File: config.mk
export PLATFORM = sky130hd
export DESIGN_NAME = dma_regbank
export DESIGN_NICKNAME = d
export VERILOG_FILES = /design/src/rtl/dma_regbank_pkg.sv /design/src/rtl/dma_regbank_mode.sv /design/src/rtl/dma_regbank_chan.sv /design/src/rtl/dma_regbank_rdport.sv /design/src/rtl/dma_regbank.sv
export SDC_FILE = /design/constraint.sdc
export NUM_CORES = 1
export LEC_CHECK = 0
export BUFFER_PORTS_ARGS = -buffer_cell sky130_fd_sc_hd__buf_2
export CAP_MARGIN = 20
export CORE_ASPECT_RATIO = 1.2
export CORE_MARGIN = 5
export CORE_UTILIZATION = 48
export CTS_BUF_LIST = sky130_fd_sc_hd__clkbuf_8 sky130_fd_sc_hd__clkbuf_16
export DETAILED_ROUTE_END_ITERATION = 8
export PLACE_DENSITY_LB_ADDON = 0.12
export SYNTH_ARGS = -nofsm -noshare
export SYNTH_HDL_FRONTEND = slang
export SYNTH_SLANG_ARGS = --single-unit
File: constraint.sdc
create_clock -name clk -period 2.14 [get_ports clk]
set_input_delay 0 -clock clk [delete_from_list [all_inputs] [get_ports clk]]
set_output_delay 0 -clock clk [all_outputs]
set_load 0.02 [all_outputs]
File: src/rtl/dma_regbank_pkg.sv
package dma_regbank_pkg;

  // Byte selector inside one channel window.
  typedef enum logic [2:0] {
    SEL_CMD  = 3'd0,
    SEL_MODE = 3'd1,
    SEL_STAT = 3'd2,
    SEL_TIME = 3'd3,
    SEL_AD0  = 3'd4,
    SEL_AD1  = 3'd5,
    SEL_AD2  = 3'd6,
    SEL_AD3  = 3'd7
  } win_sel_e;

  // Status byte fields: bit 0 live active, bits 2:1 sticky flags,
  // bits 6:5 software-owned.
  localparam int STAT_FLAG_LO = 1;
  localparam int STAT_SW_LO   = 5;

  // Shared mode byte fields.
  localparam int MODE_PEND_LO = 2;
  localparam int MODE_MASK_LO = 4;

  localparam logic [7:0] UNMAPPED_BYTE = 8'hFF;

endpackage

File: src/rtl/dma_regbank_mode.sv
module dma_regbank_mode #(
  parameter int NUM_CH = 2
) (
  input  logic              clk,
  input  logic              rst_n,
  input  logic              mode_wr,
  input  logic [NUM_CH-1:0] mask_wdata,
  input  logic [NUM_CH-1:0] chan_irq,
  output logic [7:0]        mode_byte,
  output logic              irq_out
);
  import dma_regbank_pkg::*;

  logic [NUM_CH-1:0] pend_q;
  logic [NUM_CH-1:0] mask_q;

  always_ff @(posedge clk) begin
    if (!rst_n) begin
      pend_q <= '0;
      mask_q <= '0;
    end else begin
      pend_q <= chan_irq;
      if (mode_wr) mask_q <= mask_wdata;
    end
  end

  always_comb begin
    mode_byte = '0;
    mode_byte[MODE_PEND_LO +: NUM_CH] = pend_q;
    mode_byte[MODE_MASK_LO +: NUM_CH] = mask_q;
  end

  assign irq_out = |(pend_q & ~mask_q);

  // pending bits track the request levels one edge later
  p_pend_follow_r7: assert property (@(posedge clk) disable iff (!rst_n)
    (chan_irq != pend_q) |=> (pend_q == $past(chan_irq)));

  // masks move only on a mode write
  p_mask_hold_r4: assert property (@(posedge clk) disable iff (!rst_n)
    !mode_wr |=> $stable(mask_q));

  // no request means no interrupt
  p_irq_quiet_r8: assert property (@(posedge clk) disable iff (!rst_n)
    (chan_irq == '0) |=> !irq_out);

  // an unmasked channel-0 request raises the output
  p_irq_unmasked_r8: assert property (@(posedge clk) disable iff (!rst_n)
    (chan_irq[0] && !mode_wr && !mask_q[0]) |=> irq_out);

endmodule

File: src/rtl/dma_regbank_chan.sv
module dma_regbank_chan #(
  parameter int ADDR_BYTES = 4
) (
  input  logic       clk,
  input  logic       rst_n,
  input  logic       wr_hit,
  input  logic [2:0] sel,
  input  logic [7:0] wdata,
  input  logic       dma_active,
  input  logic [1:0] flag_set,
  output logic [7:0] rd_byte
);
  import dma_regbank_pkg::*;

  localparam int AB_W = $clog2(ADDR_BYTES);

  logic [7:0] cmd_q;
  logic [7:0] time_q;
  logic [1:0] sw_q;
  logic [1:0] flag_q;
  logic [7:0] ad_q [ADDR_BYTES];

  logic wr_cmd, wr_stat, wr_time;
  assign wr_cmd  = wr_hit && (sel == SEL_CMD);
  assign wr_stat = wr_hit && (sel == SEL_STAT);
  assign wr_time = wr_hit && (sel == SEL_TIME);

  logic [1:0] clr_mask;
  assign clr_mask = wr_stat ? wdata[STAT_FLAG_LO +: 2] : 2'b00;

  always_ff @(posedge clk) begin
    if (!rst_n) begin
      cmd_q  <= '0;
      time_q <= '0;
      sw_q   <= '0;
      flag_q <= '0;
    end else begin
      if (wr_cmd)  cmd_q  <= wdata;
      if (wr_time) time_q <= wdata;
      if (wr_stat) sw_q   <= wdata[STAT_SW_LO +: 2];
      flag_q <= flag_set | (flag_q & ~clr_mask);
    end
  end

  for (genvar b = 0; b < ADDR_BYTES; b++) begin : g_ad
    logic wr_ad;
    assign wr_ad = wr_hit && sel[2] && (sel[AB_W-1:0] == AB_W'(b));
    always_ff @(posedge clk) begin
      if (!rst_n)     ad_q[b] <= '0;
      else if (wr_ad) ad_q[b] <= wdata;
    end
  end

  always_comb begin
    case (sel)
      SEL_CMD:  rd_byte = cmd_q;
      SEL_MODE: rd_byte = 8'h00;
      SEL_STAT: rd_byte = {1'b0, sw_q, 2'b00, flag_q, dma_active};
      SEL_TIME: rd_byte = time_q;
      default:  rd_byte = ad_q[sel[AB_W-1:0]];
    endcase
  end

  // writing a one clears a flag when no set arrives
  p_flag_w1c_r5: assert property (@(posedge clk) disable iff (!rst_n)
    (wr_stat && wdata[STAT_FLAG_LO] && !flag_set[0]) |=> !flag_q[0]);

  // flags hold without set or status write
  p_flag_hold_r6: assert property (@(posedge clk) disable iff (!rst_n)
    (!wr_stat && flag_set == 2'b00) |=> $stable(flag_q));

  // a set pulse always wins
  p_flag_set_r6: assert property (@(posedge clk) disable iff (!rst_n)
    flag_set[1] |=> flag_q[1]);

  // stored bytes hold unless this window is written
  p_ctrl_hold_r10: assert property (@(posedge clk) disable iff (!rst_n)
    !wr_hit |=> ($stable(cmd_q) && $stable(time_q)));

endmodule

File: src/rtl/dma_regbank_rdport.sv
module dma_regbank_rdport (
  input  logic       clk,
  input  logic       rst_n,
  input  logic       rd_en,
  input  logic       mapped,
  input  logic [7:0] sel_byte,
  output logic [7:0] rdata,
  output logic       rsp_valid
);
  import dma_regbank_pkg::*;

  always_ff @(posedge clk) begin
    if (!rst_n) begin
      rsp_valid <= 1'b0;
      rdata     <= '0;
    end else begin
      rsp_valid <= rd_en;
      if (rd_en) rdata <= mapped ? sel_byte : UNMAPPED_BYTE;
    end
  end

  // one response per request, one cycle later
  p_rsp_pulse_r2: assert property (@(posedge clk) disable iff (!rst_n)
    rd_en |=> rsp_valid);
  p_rsp_idle_r2: assert property (@(posedge clk) disable iff (!rst_n)
    !rd_en |=> !rsp_valid);

  // out-of-region reads answer all ones
  p_unmapped_ff_r2: assert property (@(posedge clk) disable iff (!rst_n)
    (rd_en && !mapped) |=> (rdata == UNMAPPED_BYTE));

endmodule

File: src/rtl/dma_regbank.sv
module dma_regbank #(
  parameter int ADDR_W     = 6,
  parameter int WIN_BYTES  = 8,
  parameter int ADDR_BYTES = 4
) (
  input  logic              clk,
  input  logic              rst_n,
  input  logic              wr_en,
  input  logic              rd_en,
  input  logic [ADDR_W-1:0] addr,
  input  logic [7:0]        wdata,
  output logic [7:0]        rdata,
  output logic              rsp_valid,
  input  logic [1:0]        chan_irq,
  input  logic [1:0]        dma_active,
  input  logic [3:0]        flag_set,
  output logic              irq_out
);
  import dma_regbank_pkg::*;

  localparam int NUM_CH = 2;
  localparam int OFS_W  = $clog2(WIN_BYTES);
  localparam int CH_W   = $clog2(NUM_CH);
  localparam int REG_W  = OFS_W + CH_W;

  logic [OFS_W-1:0] sel;
  logic [CH_W-1:0]  win;
  logic             mapped;

  assign sel    = addr[OFS_W-1:0];
  assign win    = addr[OFS_W +: CH_W];
  assign mapped = (addr >> REG_W) == '0;

  logic [7:0] chan_rd [NUM_CH];
  logic [7:0] mode_byte;

  for (genvar c = 0; c < NUM_CH; c++) begin : g_ch
    logic wr_hit;
    assign wr_hit = wr_en && mapped && (win == CH_W'(c));
    dma_regbank_chan #(.ADDR_BYTES(ADDR_BYTES)) i_chan (
      .clk        (clk),
      .rst_n      (rst_n),
      .wr_hit     (wr_hit),
      .sel        (sel),
      .wdata      (wdata),
      .dma_active (dma_active[c]),
      .flag_set   (flag_set[2*c +: 2]),
      .rd_byte    (chan_rd[c])
    );
  end

  logic mode_wr;
  assign mode_wr = wr_en && mapped && (sel == SEL_MODE);

  dma_regbank_mode #(.NUM_CH(NUM_CH)) i_mode (
    .clk        (clk),
    .rst_n      (rst_n),
    .mode_wr    (mode_wr),
    .mask_wdata (wdata[MODE_MASK_LO +: NUM_CH]),
    .chan_irq   (chan_irq),
    .mode_byte  (mode_byte),
    .irq_out    (irq_out)
  );

  logic [7:0] sel_byte;
  assign sel_byte = (sel == SEL_MODE) ? mode_byte : chan_rd[win];

  dma_regbank_rdport i_rd (
    .clk       (clk),
    .rst_n     (rst_n),
    .rd_en     (rd_en),
    .mapped    (mapped),
    .sel_byte  (sel_byte),
    .rdata     (rdata),
    .rsp_valid (rsp_valid)
  );

  // the combined interrupt is low while reset is applied
  p_reset_quiet_r1: assert property (@(posedge clk)
    !rst_n |=> !irq_out);

endmodule

==> results of run 1 <==
==> cell usage after synthesis (3+ instances only) <==
| cell type | n | share of area [%] |
|---|---|---|
| buf_2 | 10 | 0.89 |
| dfxtp_1 | 53 | 19 |
| a221oi_1 | 6 | 0.93 |
| and2_1 | 68 | 7.5 |
| a22oi_1 | 6 | 0.80 |
| o211ai_1 | 3 | 0.40 |
| and3_1 | 4 | 0.44 |
| o22ai_1 | 7 | 0.77 |
| clkbuf_1 | 16 | 1.1 |
| o21a_1 | 4 | 0.53 |
| o21ai_0 | 26 | 2.3 |
| edfxtp_1 | 64 | 34 |
| inv_1 | 7 | 0.46 |
| a21oi_1 | 26 | 2.3 |
| mux2_2 | 3 | 0.60 |
| o2bb2ai_1 | 3 | 0.46 |
| o221ai_1 | 3 | 0.46 |
| nand2_1 | 22 | 1.5 |
| buf_4 | 7 | 0.93 |
| mux2i_1 | 48 | 8.5 |
| a31oi_1 | 4 | 0.44 |
| a211oi_1 | 4 | 0.53 |
| nor2b_1 | 31 | 3.4 |
| nand2b_1 | 4 | 0.44 |
| nor2_1 | 16 | 1.1 |
| buf_6 | 4 | 0.80 |
| nand3_1 | 19 | 1.7 |
| a21boi_0 | 14 | 1.9 |
==> timing repair <==
item | 4_1_cts | 5_1_grt
buffers inserted | 0 | 0
hold endpoints to repair | 11 | 0
hold buffers | 8 | 0
==> final timing paths <==
path	endpoint	slack (ns)	cells after the start
worst max-delay path	g_ch[1].i_chan.ad_q[0][1]	0.59	5
worst min-delay path	g_ch[1].i_chan.cmd_q[3]	0.02	3
worst max register to register	i_rd.rdata[2]	0.63	5
worst min register to register	g_ch[1].i_chan.cmd_q[6]	0.47	2
==> sequential cells by signal, indices dropped and copies added (netlist names) <==
signal,flops
g_ch.i_chan.ad_q,64
g_ch.i_chan.cmd_q,16
g_ch.i_chan.time_q,16
i_rd.rdata,8
g_ch.i_chan.flag_q,4
g_ch.i_chan.sw_q,4
i_mode.mask_q,2
i_mode.pend_q,2
i_rd.rsp_valid,1
==> worst register-to-register path, delay by kind of cell, from the launching register on <==
family,cells,cell delay [ns]
AO/OA/AOI/OAI,2,0.46
AND/OR/NAND/NOR,2,0.24
multiplexers,1,0.32
flip-flops,1,0.36
==> stage by stage <==
step	setup slack, ns	hold slack (ns)	cell area (sq um)	power [uW]	utilization [%]
6_report	0.592	0.0193	6600	5710	57.0
4_1_cts	0.627	0.00405	6600	5740	57.0
5_1_grt	0.548	0.0238	6600	5900	57.0
3_3_place_gp	0.401	0.206	5930	3010	51.3
2_1_floorplan	0.589	0.124	5650	2830	-
3_5_place_dp	0.429	0.211	5930	3010	51.3
==> layer usage <==
| metal | global-route usage (%) | part of all wire, % | vias to the layer above |
|---|---|---|---|
| met4 | 10.7 | 3.2 | 0 |
| li1 | - | - | 1941 |
| met1 | 31.4 | 42 | 2010 |
| met3 | 5.57 | 6.1 | 35 |
| met2 | 39.1 | 48 | 162 |
| met5 | 0 | 0 | - |
==> report_power, final <==
part,leakage (uW),total (uW),internal [uW],switching [uW]
logic,0.00118,489,167,322
clock network,0.000280,2730,1720,1010
registers,0.00104,2490,2460,37.2
==> layout make-up <==
type                            instances  area, sq um
Timing Repair Buffer                   61          403
Multi-Input combinational cell        349         2400
Sequential cell                       117         2980
Fill cell                            1021         4970
Clock buffer                           19          475
Inverter                                8         30.0
Tap cell                              157          196
Clock inverter                         13          105
==> cell families (layout without fill, tap and decap cells) <==
family	after synthesis	count (layout)	share of synthesized area, %
buffers and inverters	47	101	4.74
flip-flops	117	117	52.8
AND/OR/NAND/NOR	178	178	18.9
AO/OA/AOI/OAI	119	119	14.1
multiplexers	52	52	9.50
==> impl_results.md, run 1 <==
* Yosys reg bits at 117
* CP top delay family: buffers and inverters
* Post-Syn Area at 5650 sq um
* Final Hold Fails at 0
* CTS Buf Count at 17
* WL/cell at 22.2 microns
* GPL Wtd Cong at 0.979
* CP required at 2.31 ns
* Clock-pin slew of the registers on the worst-case setup and hold paths at 0.06 ns
* I/O pin cnt at 36
* Slew HR at 63.6%
* CP most frequent cell: buf_4
* DIE AREA at 14,100 sq um
* Avg Vias per Cell at 5.73
* Largest stage delay, worst path at 0.51 ns
* Slowest cell on the critical path: dlygate4sd3_1
* Synth warn at 0
* Pin count of the biggest net entering global routing at 52
* Share of layout cells above drive strength 1 at 18.0%
* Commonest register cell after synthesis: edfxtp_1
* Number of synthesized flops with an enable pin at 64
* Fin Setup TNS at 0 ns
* Drt drc at 0
* DR iter-0 viols at 326
* Tmin final at 1.55 ns
* CP startpoint: rst_n
* Post-CTS resize count at 0
* Max Slew Vio Count at 0
* Setup violators final at 0
* Worst Skew at 0.00667 ns
* Outcome: completed
* Startpoint Class: input port
* Max Fanout on Critical Path at 51
* Most common cell after layout, fill and taps aside: and2_1
* Global-route wire length before repair at 24,900 microns
* Reg2reg start: g_ch[0].i_chan.ad_q[3][2]
* Port bufs at 35
* Initial antenna violation count at 0
* Slew @ Worst Pin at 0.543 ns
* CTS HTree Levels at 4
* Max-cap violations at 0
* Hold wc startpoint: wdata[3]
* Row count at 43
* Post-DRT Antenna Nets at 0
* HPWL reported at the end of detailed placement at 11,000 microns
* Crit. End Element: flop
* Vias in the first global route at 4,215
* Die Wd at 109 microns
* Core area at 11,600 sq um
* Worst Hold Class: in2reg
* CTS Sinks at 117
* Syn nets at 539
* Skew-Pair Late Insertion Delay at 0.41 ns
* CP bufs+invs at 4
* Commonest non-fill, non-tap cells in the layout: and2_1, edfxtp_1, dfxtp_1
* Power per cell area at 866 nW/um^2
* Final non-filler cell total at 724
* NumNets Final at 580
* Placed cell count at 684
* Post-synthesis sequential area ratio at 52.8%
* Post-Syn Area per Cell at 11.0 sq um
* Post-Syn Instances at 513
* Clock Tree Buf Depth at 2
* Fin crit share at 72.3%
* Grt ovf at 0
* GRT Overall Usage at 24.4%
* Via count at 4,148
* Kind of critical path: in2reg
* Synth unique cells at 53
* RSZ-0062 raised after global routing: no
* Sequence of cells on the critical path: dlygate4sd3_1, buf_2, buf_4, o21ai_0, buf_4
* Number of diodes at 0
* Die height at 129 microns
* DRT Pass-1 Iters at 5
* Crit path DAT at 1.71 ns
* Peak VDD IR at 457 uV
* Area Overhead vs Synth at 16.7%
* CTS root buffer: clkbuf_16
* Maximum clock rate at 646 MHz
* Initial core utilization at 48.9%
* Leak at 0.00250 uW
* Routed WL at 16,100 microns
* TritonCTS clock tree: built
* Ys async rst share at 0%
Power figures use the tool's default switching activity.
==> run 2: changes to the inputs <==
==> constraint.sdc (replaced) <==
create_clock -name clk -period 1.4 [get_ports clk]
set_input_delay 0 -clock clk [delete_from_list [all_inputs] [get_ports clk]]
set_output_delay 0 -clock clk [all_outputs]
set_load 0.02 [all_outputs]
==> run 2 against run 1 <==
Clock skew fell by 0.00053 ns; first-iteration DRC count fell by 16%; total power rose by 55%; critical path depth fell by 1; register-to-register slack got worse by 0.62 ns; via count rose by 5.3%; global-route usage rose by 0.48 points; sequential cell count did not move; design area rose by 6.8%; clock power rose by 53%; critical endpoint is now i_rd.rdata[1]; largest cell class unchanged.
==> impl_results.md, run 2 (synthesized netlist as in run 1, its figures left out) <==
* Grt ovf at 0 (unchanged)
* Max-cap violations at 0 (unchanged)
* Core area at 11,600 sq um (unchanged)
* Reg2reg end: i_rd.rdata[1]
* Leak at 0.00279 uW (+12%)
* Commonest non-fill, non-tap cells in the layout: and2_1, buf_4, edfxtp_1
* Setup WS pre-CTS at -0.0717 ns (-0.500 ns)
* Outcome: completed
* NumNets Final at 633 (+9.1%)
* Skew-Pair Late Insertion Delay at 0.41 ns (about the same)
* Final instance area at 7050 sq um (+6.8%)
* Post-DRT Antenna Nets at 0 (unchanged)
* Initial core utilization at 48.9% (unchanged)
* Peak VDD IR at 654 uV (+43%)
* Drt drc at 0 (unchanged)
* Fin Setup TNS at 0 ns (unchanged)
* HPWL reported at the end of detailed placement at 11,800 microns (+6.5%)
* Port bufs at 35 (unchanged)
* Pin count of the biggest net entering global routing at 28 (-46%)
* Global-route wire length before repair at 25,400 microns (+2.2%)
* Post-CTS setup repair buffer count at 0 (unchanged)
* R2r worst-path depth at 4 (-1)
* Initial antenna violation count at 0 (unchanged)
* Die height at 129 microns (unchanged)
* Register-to-register setup slack at 0.01 ns (-0.62 ns)
* Row count at 43 (unchanged)
* Kind of critical path: reg2reg
* DR iter-0 viols at 275 (-16%)
* CTS root buffer: clkbuf_16
* Fin crit share at 99.2%
* GPL Wtd Cong at 0.916 (-6.4%)
* Area Overhead vs Synth at 24.6%
* Top reg by flops: g_ch.i_chan.ad_q
* TritonCTS clock tree: built
* WHS Path Cells at 3 (unchanged)
* Slew HR at 68.5% (+4.9 points)
* CTS Sinks at 117 (unchanged)
* Max Slew Vio Count at 0 (unchanged)
* I/O pin cnt at 36 (unchanged)
* Worst Hold Class: in2reg
* Max Fanout on Critical Path at 1 (-98%)
* Share of layout cells above drive strength 1 at 24.7% (+6.7 points)
* Slew @ Worst Pin at 0.472 ns (-0.0714 ns)
* Setup violators final at 0 (unchanged)
* DRT Pass-1 Iters at 5 (unchanged)
* Most common cell after layout, fill and taps aside: and2_1
* Tmin final at 1.39 ns
* Clock Tree Buf Depth at 2 (unchanged)
* Hold wc startpoint: wdata[3]
* Min-Delay Endpoint: g_ch[1].i_chan.cmd_q[3]
* Placed cell count at 737 (+7.7%)
* Hold WS at 0.0240 ns (+0.00467 ns)
* Area post-placement at 6380 sq um (+7.5%)
* Reg2reg start: g_ch[1].i_chan.ad_q[2][1]
* Final non-filler cell total at 777 (+7.3%)
* Final Worst Setup Slack at 0.0118 ns (-0.580 ns)
* Avg Vias per Cell at 5.62 (-1.9%)
* DIE AREA at 14,100 sq um (unchanged)
* Via count at 4,369 (+5.3%)
* CTS Buf Count at 17 (unchanged)
* Crit path DAT at 1.69 ns (-0.02 ns)
* Max reg flops at 64 (unchanged)
* Startpoint Class: flop
* Clock-pin slew of the registers on the worst-case setup and hold paths at 0.05 ns (about the same)
* Vias in the first global route at 4,439 (+5.3%)
* Crit. End Element: flop
* GRT Overall Usage at 24.8% (+0.48 points)
* Worst Skew at 0.00614 ns (-0.000535 ns)
* Top flop regs: g_ch.i_chan.ad_q: 64 flops, g_ch.i_chan.cmd_q: 16 flops, g_ch.i_chan.time_q: 16 flops
* CTS HTree Levels at 4 (unchanged)
* WL/cell at 21.1 microns (-5.1%)
* Number of diodes at 0 (unchanged)
* Maximum clock rate at 720 MHz
* CP required at 1.70 ns (-0.61 ns)
* Final Hold Fails at 0 (unchanged)
* RSZ-0062 raised after global routing: yes
* Die Wd at 109 microns (unchanged)
* Power per cell area at 1260 nW/um^2 (+45%)
* Routed WL at 16,400 microns (+1.8%)
## run 2: changes by cell type in the layout (fill, tap and decap cells not counted), sizes merged
cell      before  now
clkinv         4    7
clkbuf        19   17
bufinv         1    3
buf           53  106
clkinvlp       5    2
## run 2: worst max path at each step
stage | from | endpoint | slack (ns) | cells after the start
finish | g_ch[1].i_chan.ad_q[2][1] | i_rd.rdata[1] | 0.01 | 4
global route | g_ch[0].i_chan.ad_q[2][1] | i_rd.rdata[1] | -0.01 | 5
CTS | g_ch[1].i_chan.ad_q[3][1] | i_rd.rdata[1] | 0.03 | 4
detailed placement | addr[1] | i_rd.rdata[7] | -0.07 | 8
global placement | addr[1] | i_rd.rdata[7] | -0.09 | 8
floorplan | addr[5] | g_ch[0].i_chan.ad_q[0][0] | -0.15 | 4
## run 2: repair_timing
action	4_1_cts	5_1_grt
hold buffers	8	0
gates resized for setup	0	2
setup endpoints to repair	0	2
endpoints found under the hold margin	8	0
## run 2: layout make-up
| cell class | count | area (sq um) |
|---|---|---|
| clock buffers | 17 | 425 |
| clock inverters | 15 | 148 |
| fillers | 957 | 4520 |
| inverters | 8 | 30.0 |
| multi-input cells | 349 | 2410 |
| flip-flops and latches | 117 | 2980 |
| well taps | 157 | 196 |
| repair buffers | 114 | 851 |
## run 2: worst max-delay path, cell delays in order (launching register included)
cell	delay [ns]
edfxtp_1	0.40
a311oi_1	0.26
a31oi_1	0.08
o311a_1	0.33
o221a_1	0.20
## run 2: per-layer routing
metal  up-vias  global-route usage (%)  part of all wire, %
met5         -                       0                    0
met4         0                    11.6                  4.1
met3        42                    5.77                  5.9
met2       167                    40.7                   49
met1      2121                    31.0                   41
li1       2039                       -                    -
## run 2: stage by stage
stage | total power (uW) | utilization, %
6_report | 8870 | 60.9
5_1_grt | 9170 | 60.9
4_1_cts | 8910 | 60.8
3_5_place_dp | 4710 | 55.2
3_3_place_gp | 4700 | 55.2
2_1_floorplan | 4330 | -
## run 2: report_power, final
part | leakage (uW) | switching [uW] | total (uW) | internal, uW
logic | 0.00146 | 502 | 848 | 345
registers | 0.00104 | 66.0 | 3830 | 3760
clock network | 0.000289 | 1460 | 4190 | 2740
total | 0.00279 | 2030 | 8870 | 6840
==> run 3: changes to the inputs <==
--- a/config.mk
+++ b/config.mk
@@ -13,6 +13,7 @@
 export CTS_BUF_LIST = sky130_fd_sc_hd__clkbuf_8 sky130_fd_sc_hd__clkbuf_16
 export DETAILED_ROUTE_END_ITERATION = 8
 export PLACE_DENSITY_LB_ADDON = 0.12
+export REMOVE_ABC_BUFFERS = 1
 export SYNTH_ARGS = -nofsm -noshare
 export SYNTH_HDL_FRONTEND = slang
 export SYNTH_SLANG_ARGS = --single-unit
==> run 3 against run 2 <==
The run now ends with negative setup slack left; largest cell class unchanged; critical path depth is 1 higher; total power grew 2.5%; via count down 1.7%; critical endpoint unchanged; sequential share of layout area is 0.18 points lower; worst setup slack got worse by 0.051 ns; clock-buffer cell count increased by 7; clock skew about the same; largest power group unchanged; die area is the same.
==> impl_results.md, run 3 (synthesized netlist as in run 1, its figures left out) <==
* Sequence of cells on the critical path: mux2_2, a21oi_2, nor2_1, o311a_1, o221a_1
* Maximum clock rate at 695 MHz (-3.5%)
* NumNets Final at 628 (-0.79%)
* CTS Sinks at 117 (unchanged)
* Via count at 4,293 (-1.7%)
* Met3 Usage GRT at 5.17% (-0.60 points)
* CTS HTree Levels at 4 (unchanged)
* Slew @ Worst Pin at 0.672 ns (+0.200 ns)
* Routed WL at 16,000 microns (-2.4%)
* Final non-filler cell total at 772 (-0.64%)
* Share of layout cells above drive strength 1 at 24.9% (+0.20 points)
* Commonest non-fill, non-tap cells in the layout: and2_1, edfxtp_1, buf_4
* Fillers at 973 (+1.7%)
* Leak at 0.00279 uW (-0.21%)
* Post-CTS setup repair buffer count at 0 (unchanged)
* Final Hold Fails at 0 (unchanged)
* DRT Pass-1 Iters at 6 (+1)
* CP required at 1.70 ns (about the same)
* Clock Tree Buf Depth at 2 (unchanged)
* Power per cell area at 1280 nW/um^2 (+2.1%)
* TritonCTS clock tree: built
* RSZ-0062 raised after global routing: yes
* Slew HR at 55.1% (-13 points)
* DR iter-0 viols at 455 (+65%)
* Crit path DAT at 1.74 ns (+0.05 ns)
* Crit. End Element: flop
* Port bufs at 35 (unchanged)
* GPL Wtd Cong at 0.954 (+4.1%)
* Peak VDD IR at 823 uV (+26%)
* Tmin final at 1.44 ns (+0.0506 ns)
* GRT busiest layer: met2
* Drt drc at 0 (unchanged)
* Die Wd at 109 microns (unchanged)
* HPWL reported at the end of detailed placement at 11,100 microns (-5.6%)
* Post-DRT Antenna Nets at 0 (unchanged)
* Fin crit share at 103% (+3.6 points)
* Largest stage delay, worst path at 0.33 ns (-0.07 ns)
* Worst Skew at 0.00615 ns (+0.0000139 ns)
* Grt ovf at 0 (unchanged)
* Pin count of the biggest net entering global routing at 34 (+21%)
* Max Fanout on Critical Path at 2 (+1)
* Max Slew Vio Count at 0 (unchanged)
* Clock-pin slew of the registers on the worst-case setup and hold paths at 0.05 ns (about the same)
* Met1 Use GR at 31.8% (+0.84 points)
* Overall power at 9090 uW (+2.5%)
* Failing checks: negative setup slack
* Most common cell after layout, fill and taps aside: and2_1
* Avg Vias per Cell at 5.56 (-1.1%)
* Max-cap violations at 0 (unchanged)
* DIE AREA at 14,100 sq um (unchanged)
* Kind of critical path: reg2reg
* Area Overhead vs Synth at 25.2%
* Final Worst Setup Slack at -0.0388 ns (-0.0506 ns)
* Met2 usage at 39.1% (-1.6 points)
* Outcome: complete, but fails checks
* Slowest cell on the critical path: o311a_1
* Die height at 129 microns (unchanged)
* Initial core utilization at 48.9% (unchanged)
* Initial antenna violation count at 0 (unchanged)
* GRT Overall Usage at 24.3% (-0.55 points)
* I/O pin cnt at 36 (unchanged)
* Setup violators final at 1 (+1)
* Multi-input logic area at 2440 sq um (+1.1%)
* Row count at 43 (unchanged)
* Vias in the first global route at 4,538 (+2.2%)
* Startpoint Class: flop
* CTS Buf Count at 17 (unchanged)
* Max reg flops at 64 (unchanged)
* Worst Hold Class: in2reg
* Placed cell count at 730 (-0.95%)
* Top reg by flops: g_ch.i_chan.ad_q
* Register area at 2980 sq um (unchanged)
* Skew-Pair Late Insertion Delay at 0.41 ns (about the same)
* Global-route wire length before repair at 25,100 microns (-1.2%)
* Number of diodes at 0 (unchanged)
* Core area at 11,600 sq um (unchanged)
* CTS root buffer: clkbuf_16
* WL/cell at 20.7 microns (-1.8%)
* Top flop regs: g_ch.i_chan.ad_q: 64 flops, g_ch.i_chan.cmd_q: 16 flops, g_ch.i_chan.time_q: 16 flops
[run 3: critical path: cells and delay by family (launching register included)]
family / cells / cell delay, ns
AOI/OAI and AO/OA: 3 / 0.68
and+or+nand+nor: 1 / 0.05
muxes: 1 / 0.28
DFF: 1 / 0.32
[run 3: path summary, 6_finish.rpt]
kind	depth (start not counted)	from	to	slack (ns)
hold reg to reg	2	g_ch[1].i_chan.cmd_q[5]	g_ch[1].i_chan.cmd_q[5]	0.46
setup / recovery	5	g_ch[1].i_chan.flag_q[0]	i_rd.rdata[1]	-0.04
hold / removal	3	wdata[7]	g_ch[1].i_chan.cmd_q[7]	0.02
setup reg to reg	5	g_ch[1].i_chan.flag_q[0]	i_rd.rdata[1]	-0.04
[run 3: final cells by class]
cell class	count	share of cell area, %
clock inverter	8	0.937
clock buffer	24	7.85
tap	157	2.78
sequential	117	42.2
timing repair buffer	109	11.4
inverter	8	0.424
multi-input combinational	349	34.5
[run 3: timing repair]
action                                  4_1_cts  5_1_grt
endpoints found under the hold margin        13        0
endpoints found under the setup margin        2        2
hold buffers                                 10        0
pin swaps                                     2        3
gates resized for setup                       2        4
[run 3: layer usage]
layer  wire [microns]  up-vias
met1             6970     2092
met5                0        -
li1                 -     2035
met4              478        0
met3              736       35
met2             7780      131
[run 3: report_power, final]
group,internal (uW),total (uW),leakage [uW],switching [uW]
sequential,3760,3820,0.00104,57.9
combinational,346,857,0.00143,511
clock,2920,4420,0.000313,1500
[run 3: stage by stage]
stage                     setup WS, ns  hold slack (ns)  util (%)  setup TNS (ns)  cell area [sq um]
final                          -0.0388           0.0231      61.2         -0.0388               7080
after global routing           -0.0733           0.0189      61.2         -0.0733               7080
after CTS                      -0.0318          0.00965      61.0         -0.0318               7050
after detailed placement        -0.141            0.211      54.6           -3.32               6320
after global placement          -0.152            0.206      54.6           -3.58               6320
after floorplan                 -0.163            0.106         -           -9.84               5420
